===== config.mk =====
export PLATFORM = sky130hd
export DESIGN_NAME = dp_collision_arbiter
export DESIGN_NICKNAME = d
export VERILOG_FILES = /design/src/rtl/dp_arb_pkg.sv /design/src/rtl/dp_arb_datapath.sv /design/src/rtl/dp_arb_control.sv /design/src/rtl/dp_collision_arbiter.sv
export SDC_FILE = /design/constraint.sdc
export NUM_CORES = 1
export LEC_CHECK = 0
export CAP_MARGIN = 0
export CORE_UTILIZATION = 50
export CTS_CLUSTER_DIAMETER = 150
export CTS_CLUSTER_SIZE = 16
export DETAILED_ROUTE_END_ITERATION = 12
export HOLD_SLACK_MARGIN = 0.08
export PLACE_DENSITY = 0.95
export SKIP_LAST_GASP = 1
export SLEW_MARGIN = 20
export SYNTH_ARGS = -nofsm -noshare
export SYNTH_HDL_FRONTEND = slang
export SYNTH_SLANG_ARGS = --single-unit

===== constraint.sdc =====
create_clock -name clk -period 4.3 [get_ports clk]
set_input_delay 0.86 -clock clk [delete_from_list [all_inputs] [get_ports clk]]
set_output_delay 0.86 -clock clk [all_outputs]
set_load 0.02 [all_outputs]

===== src/rtl/dp_arb_pkg.sv =====
package dp_arb_pkg;

  typedef enum logic [1:0] {
    LOSER_NONE  = 2'd0,
    LOSER_LEFT  = 2'd1,
    LOSER_RIGHT = 2'd2
  } loser_e;

  // observations handed from datapath to control
  typedef struct packed {
    logic match;   // both selected, same word
    logic lOld;    // left request unchanged since last cycle
    logic rOld;    // right request unchanged since last cycle
  } view_t;

  // strobes handed from control to datapath
  typedef struct packed {
    logic lBusy;
    logic rBusy;
    logic lBlock;
    logic rBlock;
  } strobe_t;

endpackage


===== src/rtl/dp_arb_datapath.sv =====
module dp_arb_datapath
  import dp_arb_pkg::*;
#(
  parameter int ADDR_W = 14
) (
  input  logic              clk,
  input  logic              rstN,
  input  logic              lSel,
  input  logic [ADDR_W-1:0] lAddr,
  input  logic              lWe,
  input  logic              rSel,
  input  logic [ADDR_W-1:0] rAddr,
  input  logic              rWe,
  input  strobe_t           strobes,
  output view_t             view,
  output logic              lBusyOutN,
  output logic              rBusyOutN,
  output logic              lWeGated,
  output logic              rWeGated
);

  localparam int PORTS = 2;

  logic [PORTS-1:0]             selNow;
  logic [PORTS-1:0][ADDR_W-1:0] addrNow;
  logic [PORTS-1:0]             selQ;
  logic [PORTS-1:0][ADDR_W-1:0] addrQ;
  logic [PORTS-1:0]             isOld;

  assign selNow  = {rSel, lSel};
  assign addrNow = {rAddr, lAddr};

  // per-port request snapshot and "already present" detection
  for (genvar p = 0; p < PORTS; p++) begin : g_port
    always_ff @(posedge clk or negedge rstN) begin
      if (!rstN) begin
        selQ[p]  <= 1'b0;
        addrQ[p] <= '0;
      end else begin
        selQ[p]  <= selNow[p];
        addrQ[p] <= addrNow[p];
      end
    end
    assign isOld[p] = selNow[p] && selQ[p] && (addrQ[p] == addrNow[p]);
  end

  always_comb begin
    view.match = lSel && rSel && (lAddr == rAddr);
    view.lOld  = isOld[0];
    view.rOld  = isOld[1];
  end

  assign lBusyOutN = ~strobes.lBusy;
  assign rBusyOutN = ~strobes.rBusy;
  assign lWeGated  = lWe && !strobes.lBlock;
  assign rWeGated  = rWe && !strobes.rBlock;

endmodule


===== src/rtl/dp_arb_control.sv =====
module dp_arb_control
  import dp_arb_pkg::*;
(
  input  logic    clk,
  input  logic    rstN,
  input  logic    masterMode,
  input  logic    lBusyInN,
  input  logic    rBusyInN,
  input  view_t   view,
  output strobe_t strobes
);

  loser_e loserQ, loserD;

  always_comb begin
    loserD = LOSER_NONE;
    if (masterMode && view.match) begin
      if (loserQ != LOSER_NONE)
        loserD = loserQ;                 // keep an existing decision
      else if (view.rOld && !view.lOld)
        loserD = LOSER_LEFT;             // right was first
      else
        loserD = LOSER_RIGHT;            // left first, or tie
    end
  end

  always_ff @(posedge clk or negedge rstN) begin
    if (!rstN) loserQ <= LOSER_NONE;
    else       loserQ <= loserD;
  end

  always_comb begin
    if (masterMode) begin
      strobes.lBusy  = (loserQ == LOSER_LEFT);
      strobes.rBusy  = (loserQ == LOSER_RIGHT);
      strobes.lBlock = (loserD == LOSER_LEFT)  || (loserQ == LOSER_LEFT);
      strobes.rBlock = (loserD == LOSER_RIGHT) || (loserQ == LOSER_RIGHT);
    end else begin
      strobes.lBusy  = 1'b0;
      strobes.rBusy  = 1'b0;
      strobes.lBlock = !lBusyInN;
      strobes.rBlock = !rBusyInN;
    end
  end

endmodule


===== src/rtl/dp_collision_arbiter.sv =====
module dp_collision_arbiter
  import dp_arb_pkg::*;
#(
  parameter int ADDR_W = 14
) (
  input  logic              clk,
  input  logic              rstN,
  input  logic              masterMode,
  input  logic              lSel,
  input  logic [ADDR_W-1:0] lAddr,
  input  logic              lWe,
  input  logic              rSel,
  input  logic [ADDR_W-1:0] rAddr,
  input  logic              rWe,
  input  logic              lBusyInN,
  input  logic              rBusyInN,
  output logic              lBusyOutN,
  output logic              rBusyOutN,
  output logic              lWeGated,
  output logic              rWeGated
);

  view_t   view;
  strobe_t strobes;

  dp_arb_datapath #(.ADDR_W(ADDR_W)) u_dp (
    .clk(clk), .rstN(rstN),
    .lSel(lSel), .lAddr(lAddr), .lWe(lWe),
    .rSel(rSel), .rAddr(rAddr), .rWe(rWe),
    .strobes(strobes), .view(view),
    .lBusyOutN(lBusyOutN), .rBusyOutN(rBusyOutN),
    .lWeGated(lWeGated), .rWeGated(rWeGated)
  );

  dp_arb_control u_ctl (
    .clk(clk), .rstN(rstN), .masterMode(masterMode),
    .lBusyInN(lBusyInN), .rBusyInN(rBusyInN),
    .view(view), .strobes(strobes)
  );

endmodule


Word level (Yosys, flattened, before mapping)

Cells that the tools add are included.

Register bits: 32
Input port bits: 37
Output and inout port bits: 4
Logic and storage cells: 36

Equal/unequal tests: 7
Mux-type cells: 4
Bitwise gates (word level): 2
Reductions and logical operators: 18

Operators by type and width:

| cell                                                | number |
|---|---|
| equality test 14 bit                                | 3 |
| logical AND 1 bit                                   | 10 |
| 2-to-1 mux 2 bit                                    | 3 |
| logical NOT 1 bit                                   | 5 |
| equality test 2 x 1 -> 1 bit, second input constant | 2 |
| equality test 2 bit, second input constant          | 2 |
| 2-to-1 mux 4 bit                                    | 1 |
| logical OR 1 bit                                    | 2 |
| inverter 1 bit                                      | 2 |
| nonzero test 2 bit                                  | 1 |

Depth between registers and ports, before layout

Depth in word-level cells: 12
Gate-level depth with buffers: 5
Gate-level depth less buffers: 5

Modules after synthesis

A second synthesis with hierarchy kept.

Cell total of the unflattened synthesis: 112
Area, all modules: 1397.6 um^2

Modules (own cells, without submodules):

| module          | instances | cells each | area an instance (um^2) | sequential area each (um^2) |
|---|---|---|---|---|
| dp_arb_datapath | 1         | 94         | 1262.5                  | 750.7 |
| dp_arb_control  | 1         | 18         | 135.1                   | 50.0 |

Worst setup path after synthesis

OpenSTA, ideal clock, no wires.

Kind: input port to output port
Start: input port lAddr[7]
End: output port lWeGated
Arrival time: 2342 ps
Data required time: 3440 ps
Slack: 1098 ps
Cell stages on the path: 5
Buffers on the path: 0
Path through: xor2_1 -> or4_4 -> nor4_4 -> o31ai_1 -> a31oi_1

Word-level cells in the longest chain between the ends: 12

RTL lines:

| what                             | RTL line                   | text |
|---|---|---|
| start, declared                  | dp_collision_arbiter.sv:10 | `input logic [ADDR_W-1:0] lAddr,` |
| equality test 14 bit             | dp_arb_datapath.sv:44      | `assign isOld[p] = selNow[p] && selQ[p] && (addrQ[p] == addrNow[p]);` |
| logical AND 1 bit                | dp_arb_datapath.sv:44      |  |
| logical NOT 1 bit                | dp_arb_control.sv:20       | `else if (view.rOld && !view.lOld)` |
| logical AND 1 bit                | dp_arb_control.sv:20       |  |
| 2-to-1 mux 2 bit                 | dp_arb_control.sv:20       |  |
| 2-to-1 mux 2 bit                 | dp_arb_control.sv:18       | `if (loserQ != LOSER_NONE)` |
| 2-to-1 mux 2 bit (*)             | dp_arb_control.sv:17       | `if (masterMode && view.match) begin` |
| equality test 2 x 1 -> 1 bit (*) | dp_arb_control.sv:36       | `strobes.lBlock = (loserD == LOSER_LEFT) \|\| (loserQ == LOSER_LEFT);` |
| logical OR 1 bit (*)             | dp_arb_control.sv:36       |  |
| 2-to-1 mux 4 bit (*)             | dp_arb_control.sv:33       | `if (masterMode) begin` |
| logical NOT 1 bit (*)            | dp_arb_datapath.sv:55      | `assign lWeGated = lWe && !strobes.lBlock;` |
| logical AND 1 bit (*)            | dp_arb_datapath.sv:55      |  |
| end, declared                    | dp_collision_arbiter.sv:19 | `output logic lWeGated,` |

Mark *: on every way between the ends. The rest lies on a longest branch, timed or not.

Worst setup path in the final report

Start: input port rAddr[6]
End: output port rWeGated

Word-level cells in the longest chain between the ends: 11

RTL lines:

| what                    | RTL line                   | text |
|---|---|---|
| start, declared         | dp_collision_arbiter.sv:13 | `input logic [ADDR_W-1:0] rAddr,` |
| equality test 14 bit    | dp_arb_datapath.sv:44      |  |
| logical AND 1 bit       | dp_arb_datapath.sv:44      |  |
| logical AND 1 bit       | dp_arb_control.sv:20       |  |
| 2-to-1 mux 2 bit        | dp_arb_control.sv:20       |  |
| 2-to-1 mux 2 bit        | dp_arb_control.sv:18       |  |
| 2-to-1 mux 2 bit (*)    | dp_arb_control.sv:17       |  |
| equality test 2 bit (*) | dp_arb_control.sv:37       | `strobes.rBlock = (loserD == LOSER_RIGHT) \|\| (loserQ == LOSER_RIGHT);` |
| logical OR 1 bit (*)    | dp_arb_control.sv:37       |  |
| 2-to-1 mux 4 bit (*)    | dp_arb_control.sv:33       |  |
| logical NOT 1 bit (*)   | dp_arb_datapath.sv:56      | `assign rWeGated = rWe && !strobes.rBlock;` |
| logical AND 1 bit (*)   | dp_arb_datapath.sv:56      |  |
| end, declared           | dp_collision_arbiter.sv:20 | `output logic rWeGated` |

Marks and branches as above.

==> flow_summary_export.csv <==
group,metric,value,unit
run_status,status,"completed",
cts,h-tree-depth,2,
routing,avgViaCountPerCell,5.48,
cts,cts_hold_buffers,0,
critical_path,cp.required,3440,ps
synthesis,synth_nets,150,
cts,clk_pin_slew,100,ps
synthesis,post-synth-top-area-cell,"dfrtp_1",
critical_path,critical_path.max_stage_delay,660,ps
floorplan,dieArea,3040,µm²
cells_and_area,syn_to_final_growth,36.1,%
critical_path,cpMostUsedCell,"clkdlybuf4s50_1",
timing,setup_tns,0,ps
floorplan,boundaryPins,41,
floorplan,start_util,55.0,%
power_and_ir_drop,power.total,603,µW
synthesis,syn_area,1410,µm²
synthesis,synth-seq-cells,32,
cts,postCtsSetupBuffers,0,
timing,rsz0062_at_grt,"no",
power_and_ir_drop,vdd_drop_max,0.293,mV
synthesis,yosys.area.top_type_share,56.7,%
timing,final_max_slew_viol_count,0,
worst_hold_path,hold_class,"register to register",
global_route,grt_antenna_before_repair,0,
cells_and_area,drive_gt1_share,6.17,%
cts,numCtsBuffers,5,
timing,layout_min_cycle_time,4180,ps
critical_path,cp_max_fo,3,
job,drv_cap,0,
timing,hold_viol_final,0,
cells_and_area,nets,198,
cells_and_area,fill_cells,172,
critical_path,critical-path-top-delay-family,"buffers and inverters",
critical_path,critPathKind,"input port to primary output",
critical_path,endpoint_kind,"primary output",
synthesis,synth_warnings,0,
cts,cts_sinks,32,
cells_and_area,stdcell_count,192,
timing,setup_viol,0,
cts,root_buffer,"clkbuf_4",
power_and_ir_drop,p_leak,0.781,nW
global_route,grt.overflow.total,0,
cts,cts_buffer_depth,2,
power_and_ir_drop,power_density,313,nW/µm²
synthesis,ys_seq_area_share,56.7,%
placed_design,postPlaceCellArea,1860,µm²
placed_design,dp_hpwl,2.48,mm
cells_and_area,insertedDiodeCount,0,
global_route,grt_pass1_vias,1097,
routing,drc,0,
timing,worst_slack,118,ps
placed_design,place_inst,184,
routing,drtIter0Drc,32,
synthesis,syn_inst,113,
timing,slew_headroom,71.4,%
placed_design,gp_congestion,0.771,
cts,worst_skew_pair.late_latency,330,ps
global_route,grt_pass1_wl,4.83,mm
critical_path,start_kind,"input port",
cts,cts_tree,"yes",
routing,ant_nets,0,
synthesis,synthTopCellsByArea,"dfrtp_1, xor2_1, xnor2_1",
critical_path,crit_slowest_cell,"clkdlybuf4s50_1",
critical_path,crit_arrival,3320,ps
routing,totalWireLength,3.16,mm
synthesis,synth.avg_cell_area,12.5,µm²
timing,finalClockSkew,9.89,ps
timing,fmax,0.239,GHz
floorplan,die_h,55.2,µm
placed_design,portBuffers,40,
timing,period_share,97.3,%
synthesis,ys_types,22,
routing,dr.pass1.iters,4,
floorplan,core_area,2570,µm²
routing,vias,1053,
global_route,grtUsageTotal,24.3,%
routing,routedWlPerCell,16.4,µm
timing,worst_pin_slew,424,ps
placed_design,place_ws,115,ps
cells_and_area,postLayoutCellArea,1920,µm²
floorplan,die_w,55.2,µm
critical_path,crit_chain,"clkdlybuf4s50_1, xor2_1, nor4_1, nand4_1, o21a_1, o311ai_1, clkdlybuf4s50_1",
floorplan,rows,18,
global_route,grt_max_degree,33,
critical_path,cp_num_buf_inv,2,
==> cells in the final DEF (no fill, tap or decap), types with 2 or more instances in the layout <==
master and count:
inv_1 2, nor3_1 3, xor2_1 31, xnor2_1 11, dfrtp_1 32, nand4_1 4, clkbuf_4 5, nor2_1 2
clkbuf_1 2, nand2_1 4, clkdlybuf4s50_1 40, nor4_1 8, nand3_1 3
==> state kept, by name, summed over array words and instances (netlist names) <==
signal        flops
u_ctl.loserQ      2
u_dp.addrQ       28
u_dp.selQ         2
==> power by group <==
group          leakage [nW]  switching, mW  internal (mW)  total [mW]
logic                 0.371         0.0494         0.0546       0.104
clock network        0.0326         0.0966         0.0806       0.177
registers             0.378        0.00658          0.315       0.322
total                 0.781          0.153          0.450       0.603
==> cell families (layout without fill, tap and decap cells) <==
| kind of cell | after synthesis | after routing | share of synthesized area, % |
|---|---|---|---|
| simple gates | 29 | 29 | 12.8 |
| flops | 32 | 32 | 56.7 |
| xor+xnor | 42 | 42 | 26.0 |
| buf+inv | 2 | 51 | 0.532 |
| compound gates | 8 | 8 | 3.90 |
==> through the flow <==
step                hold WS, ps  util (%)
floorplan                   530         -
global placement            546      72.4
detailed placement          581      72.4
CTS                         595      74.7
global route                621      74.9
finish                      591      74.9
==> layer usage <==
layer	global-route usage, %	vias up	wire length, µm
met5	0	-	0
met4	15.4	0	128
met3	6.56	19	210
met2	41.0	53	1610
met1	26.8	485	1210
li1	-	496	-
==> repair_timing <==
item	4_1_cts	5_1_grt
setup endpoints to repair	0	1
gates resized for setup	0	1
hold endpoints to repair	0	0
==> cell type report <==
cell class | count | area, µm² | area share (%)
Tap cell | 30 | 37.5 | 1.95
Inverter | 2 | 7.51 | 0.390
Timing Repair Buffer | 41 | 408 | 21.2
Clock buffer | 8 | 58.8 | 3.06
Sequential cell | 32 | 801 | 41.6
Multi-Input combinational cell | 79 | 611 | 31.8
==> worst paths after layout <==
kind | from | to | slack, ps | cells past startpoint
max in group asynchronous | rstN | u_dp.addrQ[26] | 3100 | 2
min | u_ctl.loserQ[1] | u_ctl.loserQ[1] | 590 | 3
max | rAddr[6] | rWeGated | 120 | 7
max reg2reg | u_dp.addrQ[7] | u_ctl.loserQ[0] | 2560 | 5
min in group asynchronous | rstN | u_dp.addrQ[24] | 920 | 2
min reg2reg | u_ctl.loserQ[1] | u_ctl.loserQ[1] | 590 | 3
==> tightest hold or removal path: stages, from the launching register on <==
cell	delay, ps
dfrtp_1	360
nor2_1	60
o21ai_1	70
a21oi_1	70
==> cell usage after synthesis (all sizes together) <==
cell	n
nor3	3
xnor2	11
nand2	4
dfrtp	32
nor2	2
inv	2
xor2	31
a21oi	1
nand4	4
or4	2
a311o	1
nor4	10
o31ai	1
nand3	3
o21a	1
o311ai	1
a31oi	1
nand3b	1
o21ai	2
Note: power is estimated with default switching activity, not from simulation.
